$ cat src/rtl/fbs_pkg.sv
package fbs_pkg;

    // Commit controller states
    typedef enum logic {
        ST_CLEAN = 1'b0,
        ST_DIRTY = 1'b1
    } fbs_state_e;

    // Number of shadowed base registers (even, odd)
    localparam int FBS_NUM_BASE = 2;

endpackage

$ cat src/rtl/fbs_addr_decode.sv
module fbs_addr_decode #(
    parameter int ADDR_W      = 8,
    parameter int NUM_BASE    = 2,
    parameter int BASE_OFS    = 'h20,
    parameter int BASE_STRIDE = 4,
    parameter int STAT_OFS    = 'h08
) (
    input  logic                reg_valid,
    input  logic                reg_write,
    input  logic [ADDR_W-1:0]   reg_addr,
    output logic [NUM_BASE-1:0] base_wr,
    output logic [NUM_BASE-1:0] base_rd,
    output logic                stat_rd,
    output logic                any_base_wr,
    output logic                is_read
);

    localparam logic [ADDR_W-1:0] STAT_ADDR = ADDR_W'(STAT_OFS);

    logic rd_cycle;
    logic wr_cycle;

    assign rd_cycle = reg_valid && !reg_write;
    assign wr_cycle = reg_valid &&  reg_write;
    assign is_read  = rd_cycle;

    for (genvar gi = 0; gi < NUM_BASE; gi++) begin : g_slot_dec
        localparam logic [ADDR_W-1:0] SLOT_ADDR = ADDR_W'(BASE_OFS + gi * BASE_STRIDE);
        logic hit;
        assign hit         = (reg_addr == SLOT_ADDR);
        assign base_wr[gi] = wr_cycle && hit;
        assign base_rd[gi] = rd_cycle && hit;
    end

    // Status register is read-only: no write strobe is produced for it
    assign stat_rd     = rd_cycle && (reg_addr == STAT_ADDR);
    assign any_base_wr = |base_wr;

endmodule

$ cat src/rtl/fbs_base_slot.sv
module fbs_base_slot #(
    parameter int DATA_W     = 32,
    parameter int ALIGN_BITS = 5
) (
    input  logic              clk,
    input  logic              rst_n,
    input  logic              wr_en,
    input  logic [DATA_W-1:0] wr_data,
    input  logic              commit,
    output logic [DATA_W-1:0] pending,
    output logic [DATA_W-1:0] active
);

    localparam int UPPER_W = DATA_W - ALIGN_BITS;

    logic [DATA_W-1:0] pend_q;
    logic [DATA_W-1:0] act_q;

    // Commit samples the pre-write pending value; a concurrent write lands after it
    always_ff @(posedge clk) begin
        if (!rst_n) begin
            pend_q <= '0;
            act_q  <= '0;
        end else begin
            if (wr_en) begin
                pend_q <= wr_data;
            end
            if (commit) begin
                act_q <= {pend_q[DATA_W-1:ALIGN_BITS], {ALIGN_BITS{1'b0}}};
            end
        end
    end

    assign pending = pend_q;
    assign active  = act_q;

    AST_ACTIVE_STABLE_NO_COMMIT: assert property (@(posedge clk) disable iff (!rst_n)
        !commit |=> $stable(act_q)) else $error("active changed without commit");

    AST_ACTIVE_ALIGNED: assert property (@(posedge clk) disable iff (!rst_n)
        act_q[ALIGN_BITS-1:0] == '0) else $error("active base not aligned");

    AST_COMMIT_COPIES: assert property (@(posedge clk) disable iff (!rst_n)
        commit |=> act_q[DATA_W-1:ALIGN_BITS] == $past(pend_q[DATA_W-1:ALIGN_BITS]))
        else $error("commit did not copy pending");

    logic [UPPER_W-1:0] unused_chk;
    assign unused_chk = '0;

endmodule

$ cat src/rtl/fbs_commit_fsm.sv
module fbs_commit_fsm
    import fbs_pkg::*;
(
    input  logic clk,
    input  logic rst_n,
    input  logic any_base_wr,
    input  logic field_first,
    output logic commit,
    output logic dirty
);

    fbs_state_e state_q;
    fbs_state_e state_d;

    // State register
    always_ff @(posedge clk) begin
        if (!rst_n) begin
            state_q <= ST_CLEAN;
        end else begin
            state_q <= state_d;
        end
    end

    // Next state: a write always wins over a commit
    always_comb begin
        state_d = state_q;
        unique case (state_q)
            ST_CLEAN: begin
                if (any_base_wr) state_d = ST_DIRTY;          // T_WRITE
            end
            ST_DIRTY: begin
                if (any_base_wr)      state_d = ST_DIRTY;     // T_REWRITE
                else if (field_first) state_d = ST_CLEAN;     // T_COMMIT
            end
            default: state_d = ST_CLEAN;
        endcase
    end

    // Outputs
    always_comb begin
        commit = 1'b0;
        dirty  = 1'b0;
        unique case (state_q)
            ST_CLEAN: begin
                commit = 1'b0;
                dirty  = 1'b0;
            end
            ST_DIRTY: begin
                commit = field_first;
                dirty  = 1'b1;
            end
            default: begin
                commit = 1'b0;
                dirty  = 1'b0;
            end
        endcase
    end

    AST_FLAG_SET_ON_WRITE: assert property (@(posedge clk) disable iff (!rst_n)
        any_base_wr |=> dirty) else $error("flag not set after write");

    AST_COMMIT_CLEARS_FLAG: assert property (@(posedge clk) disable iff (!rst_n)
        (dirty && field_first && !any_base_wr) |=> !dirty)
        else $error("flag not cleared by commit");

    AST_COLLISION_KEEPS_FLAG: assert property (@(posedge clk) disable iff (!rst_n)
        (field_first && any_base_wr) |=> dirty)
        else $error("flag lost on collision");

endmodule

$ cat src/rtl/field_base_shadow.sv
module field_base_shadow #(
    parameter int ADDR_W      = 8,
    parameter int DATA_W      = 32,
    parameter int BASE_OFS    = 'h20,
    parameter int BASE_STRIDE = 4,
    parameter int STAT_OFS    = 'h08,
    parameter int FLAG_BIT    = 16,
    parameter int ALIGN_BITS  = 5
) (
    input  logic              clk,
    input  logic              rst_n,
    input  logic              reg_valid,
    input  logic              reg_write,
    input  logic [ADDR_W-1:0] reg_addr,
    input  logic [DATA_W-1:0] reg_wdata,
    output logic [DATA_W-1:0] reg_rdata,
    input  logic              field_first_data,
    output logic [DATA_W-1:0] even_base_active,
    output logic [DATA_W-1:0] odd_base_active
);

    import fbs_pkg::*;

    localparam int NB      = FBS_NUM_BASE;
    localparam int SLOT_EV = 0;
    localparam int SLOT_OD = 1;

    logic [NB-1:0]     base_wr;
    logic [NB-1:0]     base_rd;
    logic              stat_rd;
    logic              any_base_wr;
    logic              is_read;
    logic              commit;
    logic              dirty;
    logic [DATA_W-1:0] pend [NB];
    logic [DATA_W-1:0] act  [NB];

    fbs_addr_decode #(
        .ADDR_W     (ADDR_W),
        .NUM_BASE   (NB),
        .BASE_OFS   (BASE_OFS),
        .BASE_STRIDE(BASE_STRIDE),
        .STAT_OFS   (STAT_OFS)
    ) u_dec (
        .reg_valid  (reg_valid),
        .reg_write  (reg_write),
        .reg_addr   (reg_addr),
        .base_wr    (base_wr),
        .base_rd    (base_rd),
        .stat_rd    (stat_rd),
        .any_base_wr(any_base_wr),
        .is_read    (is_read)
    );

    fbs_commit_fsm u_fsm (
        .clk        (clk),
        .rst_n      (rst_n),
        .any_base_wr(any_base_wr),
        .field_first(field_first_data),
        .commit     (commit),
        .dirty      (dirty)
    );

    for (genvar gs = 0; gs < NB; gs++) begin : g_slot
        fbs_base_slot #(
            .DATA_W    (DATA_W),
            .ALIGN_BITS(ALIGN_BITS)
        ) u_slot (
            .clk    (clk),
            .rst_n  (rst_n),
            .wr_en  (base_wr[gs]),
            .wr_data(reg_wdata),
            .commit (commit),
            .pending(pend[gs]),
            .active (act[gs])
        );
    end

    // Read mux: pending values, status flag, zero elsewhere
    always_comb begin
        reg_rdata = '0;
        if (stat_rd) begin
            reg_rdata[FLAG_BIT] = dirty;
        end
        for (int k = 0; k < NB; k++) begin
            if (base_rd[k]) reg_rdata = pend[k];
        end
    end

    assign even_base_active = act[SLOT_EV];
    assign odd_base_active  = act[SLOT_OD];

    AST_IDLE_RDATA_ZERO: assert property (@(posedge clk) disable iff (!rst_n)
        !is_read |-> reg_rdata == '0) else $error("rdata not zero outside read");

    AST_CLEAN_PULSE_NO_CHANGE: assert property (@(posedge clk) disable iff (!rst_n)
        (field_first_data && !dirty) |=> ($stable(even_base_active) && $stable(odd_base_active)))
        else $error("active changed on clean pulse");

endmodule

$ cat config.mk
export PLATFORM = sky130hd
export DESIGN_NAME = field_base_shadow
export DESIGN_NICKNAME = d
export VERILOG_FILES = /design/src/rtl/fbs_pkg.sv /design/src/rtl/fbs_addr_decode.sv /design/src/rtl/fbs_base_slot.sv /design/src/rtl/fbs_commit_fsm.sv /design/src/rtl/field_base_shadow.sv
export SDC_FILE = /design/constraint.sdc
export NUM_CORES = 1
export LEC_CHECK = 0
export BUFFER_PORTS_ARGS = -buffer_cell sky130_fd_sc_hd__buf_2
export CORE_ASPECT_RATIO = 1.2
export CORE_MARGIN = 2
export CORE_UTILIZATION = 30
export CTS_CLUSTER_SIZE = 14
export DETAILED_ROUTE_END_ITERATION = 10
export GPL_TIMING_DRIVEN = 0
export SYNTH_ARGS = -nofsm -noshare
export SYNTH_HDL_FRONTEND = slang
export SYNTH_SLANG_ARGS = --single-unit
$ cat constraint.sdc
create_clock -name clk -period 2.87 [get_ports clk]
set_input_delay 0.574 -clock clk [delete_from_list [all_inputs] [get_ports clk]]
set_output_delay 0.574 -clock clk [all_outputs]
set_load 0.005 [all_outputs]
* Word-level counts from Yosys, hierarchy flattened
Cells that the tools add are included.
Operators by class: multiplexer cells 9, $lt $le $gt $ge 0, reduce and logical (&&, ||, !) cells 9, multipliers 0, $add $sub $neg 0, eq/ne operators 3, shifts and indexed selects 0, div/mod/pow operators 0, bitwise gates (word level) 1
Operator list (number):
- 32-bit 2-to-1 mux | 2
- 8-bit by 6-bit == test with 1-bit output, second input constant | 2
- 8-bit by 4-bit == test with 1-bit output, second input constant | 1
- 1-bit logical AND | 7
- 1-bit one-hot mux with 2 select lines | 3
- 1-bit 2-to-1 mux | 4
- 2-bit OR reduction | 1
- 1-bit zero test | 1
- 1-bit NOT | 1
Storage, ports and cells: input port bits 45, ROM bits 0, RAM bits 0, logic and storage cells 27, bits in latches 0, output and inout bits 96, memories 0, flip-flop bits (word level) 119

* Longest topological paths before layout
depth after elaboration 6, gate-level depth with buffers 5, gate-level depth less buffers 3

* Modules after synthesis
A second synthesis with hierarchy kept.
Unflattened totals: cell total of the unflattened synthesis 456, area total of the unflattened synthesis 5119.9 sq um
Modules (own cells, without submodules):
- fbs_base_slot | instances 2, area each 2311.0 sq um, seq. area each 1181.1 sq um, cells an instance 196
- field_base_shadow | instances 1, area each 370.4 sq um, seq. area each 0.0 sq um, cells an instance 47
- fbs_addr_decode | instances 1, area each 86.3 sq um, seq. area each 0.0 sq um, cells an instance 13
- fbs_commit_fsm | instances 1, area each 41.3 sq um, seq. area each 20.0 sq um, cells an instance 4

* Least setup slack after synthesis
Ideal clock, no wire load.
path type input-to-output, from input reg_addr[4], to output reg_rdata[0], cell stages on the path 5, buffers on the path 2, data arrival time 1.491 ns, path slack 0.805 ns, data required time 2.296 ns, cells stage by stage and4bb_2 -> buf_2 -> clkbuf_1 -> a22oi_1 -> nor2_1
On the way: cells in the longest elaborated chain, start to end 4, elaborated cells between the ends (all ways) 6, classes of those cells eq/ne: 2; mux: 2; reduce/logical: 2
Ends and longest elaborated chain:
- start: declaration | line field_base_shadow.sv:14 | input logic [ADDR_W-1:0] reg_addr,
- 8-bit by 6-bit == test with 1-bit output | line fbs_addr_decode.sv:30 | assign hit = (reg_addr == SLOT_ADDR);
- 1-bit logical AND | line fbs_addr_decode.sv:32 | assign base_rd[gi] = rd_cycle && hit;
- 32-bit 2-to-1 mux | line field_base_shadow.sv:86 | if (base_rd[k]) reg_rdata = pend[k];
- 32-bit 2-to-1 mux (*) | line field_base_shadow.sv:86
- end: declaration | line field_base_shadow.sv:16 | output logic [DATA_W-1:0] reg_rdata,
Mark *: on every way between the ends. The rest lies on a longest branch, timed or not.

* Final worst setup path
from input reg_addr[1], to output reg_rdata[16]
On the way: cells in the longest elaborated chain, start to end 5, elaborated cells between the ends (all ways) 9, classes of those cells eq/ne: 3; mux: 3; reduce/logical: 3
Ends and longest elaborated chain:
- 8-bit by 4-bit == test with 1-bit output | line fbs_addr_decode.sv:36 | assign stat_rd = rd_cycle && (reg_addr == STAT_ADDR);
- 1-bit logical AND | line fbs_addr_decode.sv:36
- 1-bit 2-to-1 mux | line field_base_shadow.sv:82 | if (stat_rd) begin
- 32-bit 2-to-1 mux | line field_base_shadow.sv:86
- 32-bit 2-to-1 mux (*) | line field_base_shadow.sv:86
Marked as above.

==> results.cfg <==
[status]
status = complete, no violations

[setup_path]
critical_path.top_delay_family = simple AND/OR/NAND/NOR gates
worstPathRequired_ps = 2300
crit_path_start_kind = primary input
cp.buffers_inverters = 2
cp_slowest_cell = a2111oi_0
worstPathMaxFanout = 5
cp_common_cell = buf_2
critical_path_arrival_ps = 2190
end_kind = primary output
cpPeakStageDelay_ps = 550
crit_type = in -> out
worstPathCellList = buf_2, nor2_1, nand2_1, a2111oi_0, buf_2

[clock_tree]
hold_buffers = 0
max-clock-path-buffers = 2
cts_max_level = 4
post_cts_resized = 0
cts_buffers = 17
cts_root_buffer = clkbuf_16
clock_sinks = 119
cts_tree = done
clk_pin_slew_ps = 50
clk_latency_ps = 410
cts_setup_buffers = 0

[global_routing]
antenna_found_initial = 1
grt-ovfl-total = 0
grt_pass1_wl_um = 23100
grt_pass1_vias = 4356
grt_max_degree = 17
grt_usage_pct = 17.05

[die]
core-area_sq_mm = 0.01621
rows = 51
die_w_um = 121.4
ioPinCount = 141
die_area_sq_mm = 0.01760
initial_core_util_pct = 30.63
die_y_um = 144.9

[finish]
post-route-util_pct = 40.52
synthToLayoutAreaGrowth_pct = 32.28
layout-drive-gt1-share_pct = 24.36
fin_nets = 780

[job]
drv_cap = 0

[synthesis]
yosysWarnings = 0
yosysTopAreaCell = dfxtp_1
netlist_top_cells_count = nand2_1, dfxtp_1, mux2i_1, a21boi_0, clkbuf_1
syn_inst = 578
yosys-top-cells-area = dfxtp_1, nand2_1, mux2i_1
synth.top_cell.area_share_pct = 47.98
yosysSeqAreaShare_pct = 47.98
synth-edff-count = 0
synthArstFlopShare_pct = 0
synth.most_common_cell = nand2_1
synth_flop_cell = dfxtp_1
syn_area_sq_mm = 0.004965
synth.avg_cell_area_sq_um = 8.590
synth_cell_types = 23
ys_ff_latch = 119

[drt]
wirelength_um = 14740
wl_per_cell_um = 15.36
vias = 4367
ant_nets = 0
firstDrtPassIters = 4
dr.first_iter.drc_count = 249
viasPerCell = 4.549
drc = 0

[power]
ir_worst_vdd_uv = 385.3
leakage_nw = 3.030
power_density_mw_per_mm2 = 635.4

[placed_design]
gp_congestion = 0.7475
hpwl_um = 10650
portBuffers = 129

[sta]
relSlewSlack_pct = 58.48
hold_violations = 0
rsz0062_at_grt = no
drv_slew = 0
finalCritPeriodShare_pct = 96.46
tightest_slew_ps = 607.1
finalSetupViolations = 0
period_needed_ps = 2768
fin_skew_ps = 9.727
max_freq_ghz = 0.3612
fin_tns_setup_ps = 0

[hold_path]
worstHoldPathType = in -> reg
==> worst reg2reg max path, stage by stage, from the launching register on <==
cell      delay (ps)
dfxtp_1          360
and2_1           130
clkbuf_1         380
clkbuf_1         490
nand2_1          110
a21boi_0         190
==> through the flow <==
stage               power [mW]  setup WS [ps]  instance area (sq um)  instances  hold slack [ps]
global route             4.280          51.55                   6568        960            434.8
detailed placement       1.833          170.8                   5909        928            455.2
floorplan                1.767          805.0                   4999        587            437.9
finish                   4.173          101.6                   6568        960            432.9
CTS                      4.206          170.4                   6565        959            421.7
global placement         1.835          170.6                   5909        928            446.7
==> layer usage <==
layer  GRT usage, %  vias to the layer above  share of wire, %
li1               -                     2217                 -
met1          21.90                     2004                46
met2          27.75                      131                47
met3          4.009                       15               5.6
met4          6.092                        0               1.6
met5              0                        -                 0
==> final timing paths <==
check,start,slack (ps),cells after the start,end
max,reg_addr[1],100,5,reg_rdata[16]
min,reg_wdata[3],430,3,g_slot[0].u_slot.pending[3]
max reg2reg,u_fsm.state_q,1130,5,g_slot[1].u_slot.active[30]
min reg2reg,g_slot[0].u_slot.active[13],460,2,g_slot[0].u_slot.active[13]
==> layout make-up <==
class,instances,area [sq um]
sequential,119,2382
timing repair buffer,129,645.6
clock inverter,8,167.7
fill,1726,9641
clock buffer,23,488.0
inverter,3,11.26
multi-input combinational,411,2347
antenna,1,2.502
buffer,54,257.7
tap,212,265.3
==> where the power goes <==
part / switching [mW] / internal [mW] / total [mW] / leakage, nW
clock network: 0.750 / 1.63 / 2.38 / 0.319
registers: 0.000479 / 1.65 / 1.65 / 0.958
logic: 0.0859 / 0.0564 / 0.142 / 1.75
==> cells by family after synthesis <==
kind of cell           count (synthesis)  synth area share (%)
AOI/OAI and AO/OA                     88                 13.33
buffers and inverters                 57                 5.418
DFF                                  119                 47.98
muxes                                 64                 12.90
other                                  1               0.07553
and+or+nand+nor                      249                 20.29
==> sequential cells by signal (all words and copies together) (netlist names) <==
signal                 flops
u_fsm.state_q              1
g_slot.u_slot.pending     64
g_slot.u_slot.active      54
==> placed cells by master, fill, tap and decap left out <==
| cell type | count |
|---|---|
| nand3_2 | 2 |
| bufinv_16 | 5 |
| nor2_1 | 32 |
| nor3b_1 | 1 |
| clkinv_2 | 2 |
| a22oi_1 | 31 |
| or2_2 | 1 |
| a31oi_1 | 1 |
| a21boi_0 | 54 |
| nor2b_1 | 1 |
| clkbuf_16 | 17 |
| nor4b_4 | 1 |
| buf_4 | 13 |
| dfxtp_1 | 119 |
| inv_1 | 3 |
| a32oi_1 | 1 |
| clkbuf_1 | 38 |
| conb_1 | 10 |
| nor4b_1 | 1 |
| and2_1 | 1 |
| diode_2 | 1 |
| buf_2 | 134 |
| mux2i_1 | 64 |
| clkbuf_8 | 4 |
| nand2_1 | 206 |
| nor4bb_1 | 1 |
| a2111oi_0 | 1 |
| and4bb_2 | 2 |
| clkinvlp_4 | 1 |
Power figures use the tool's default switching activity.
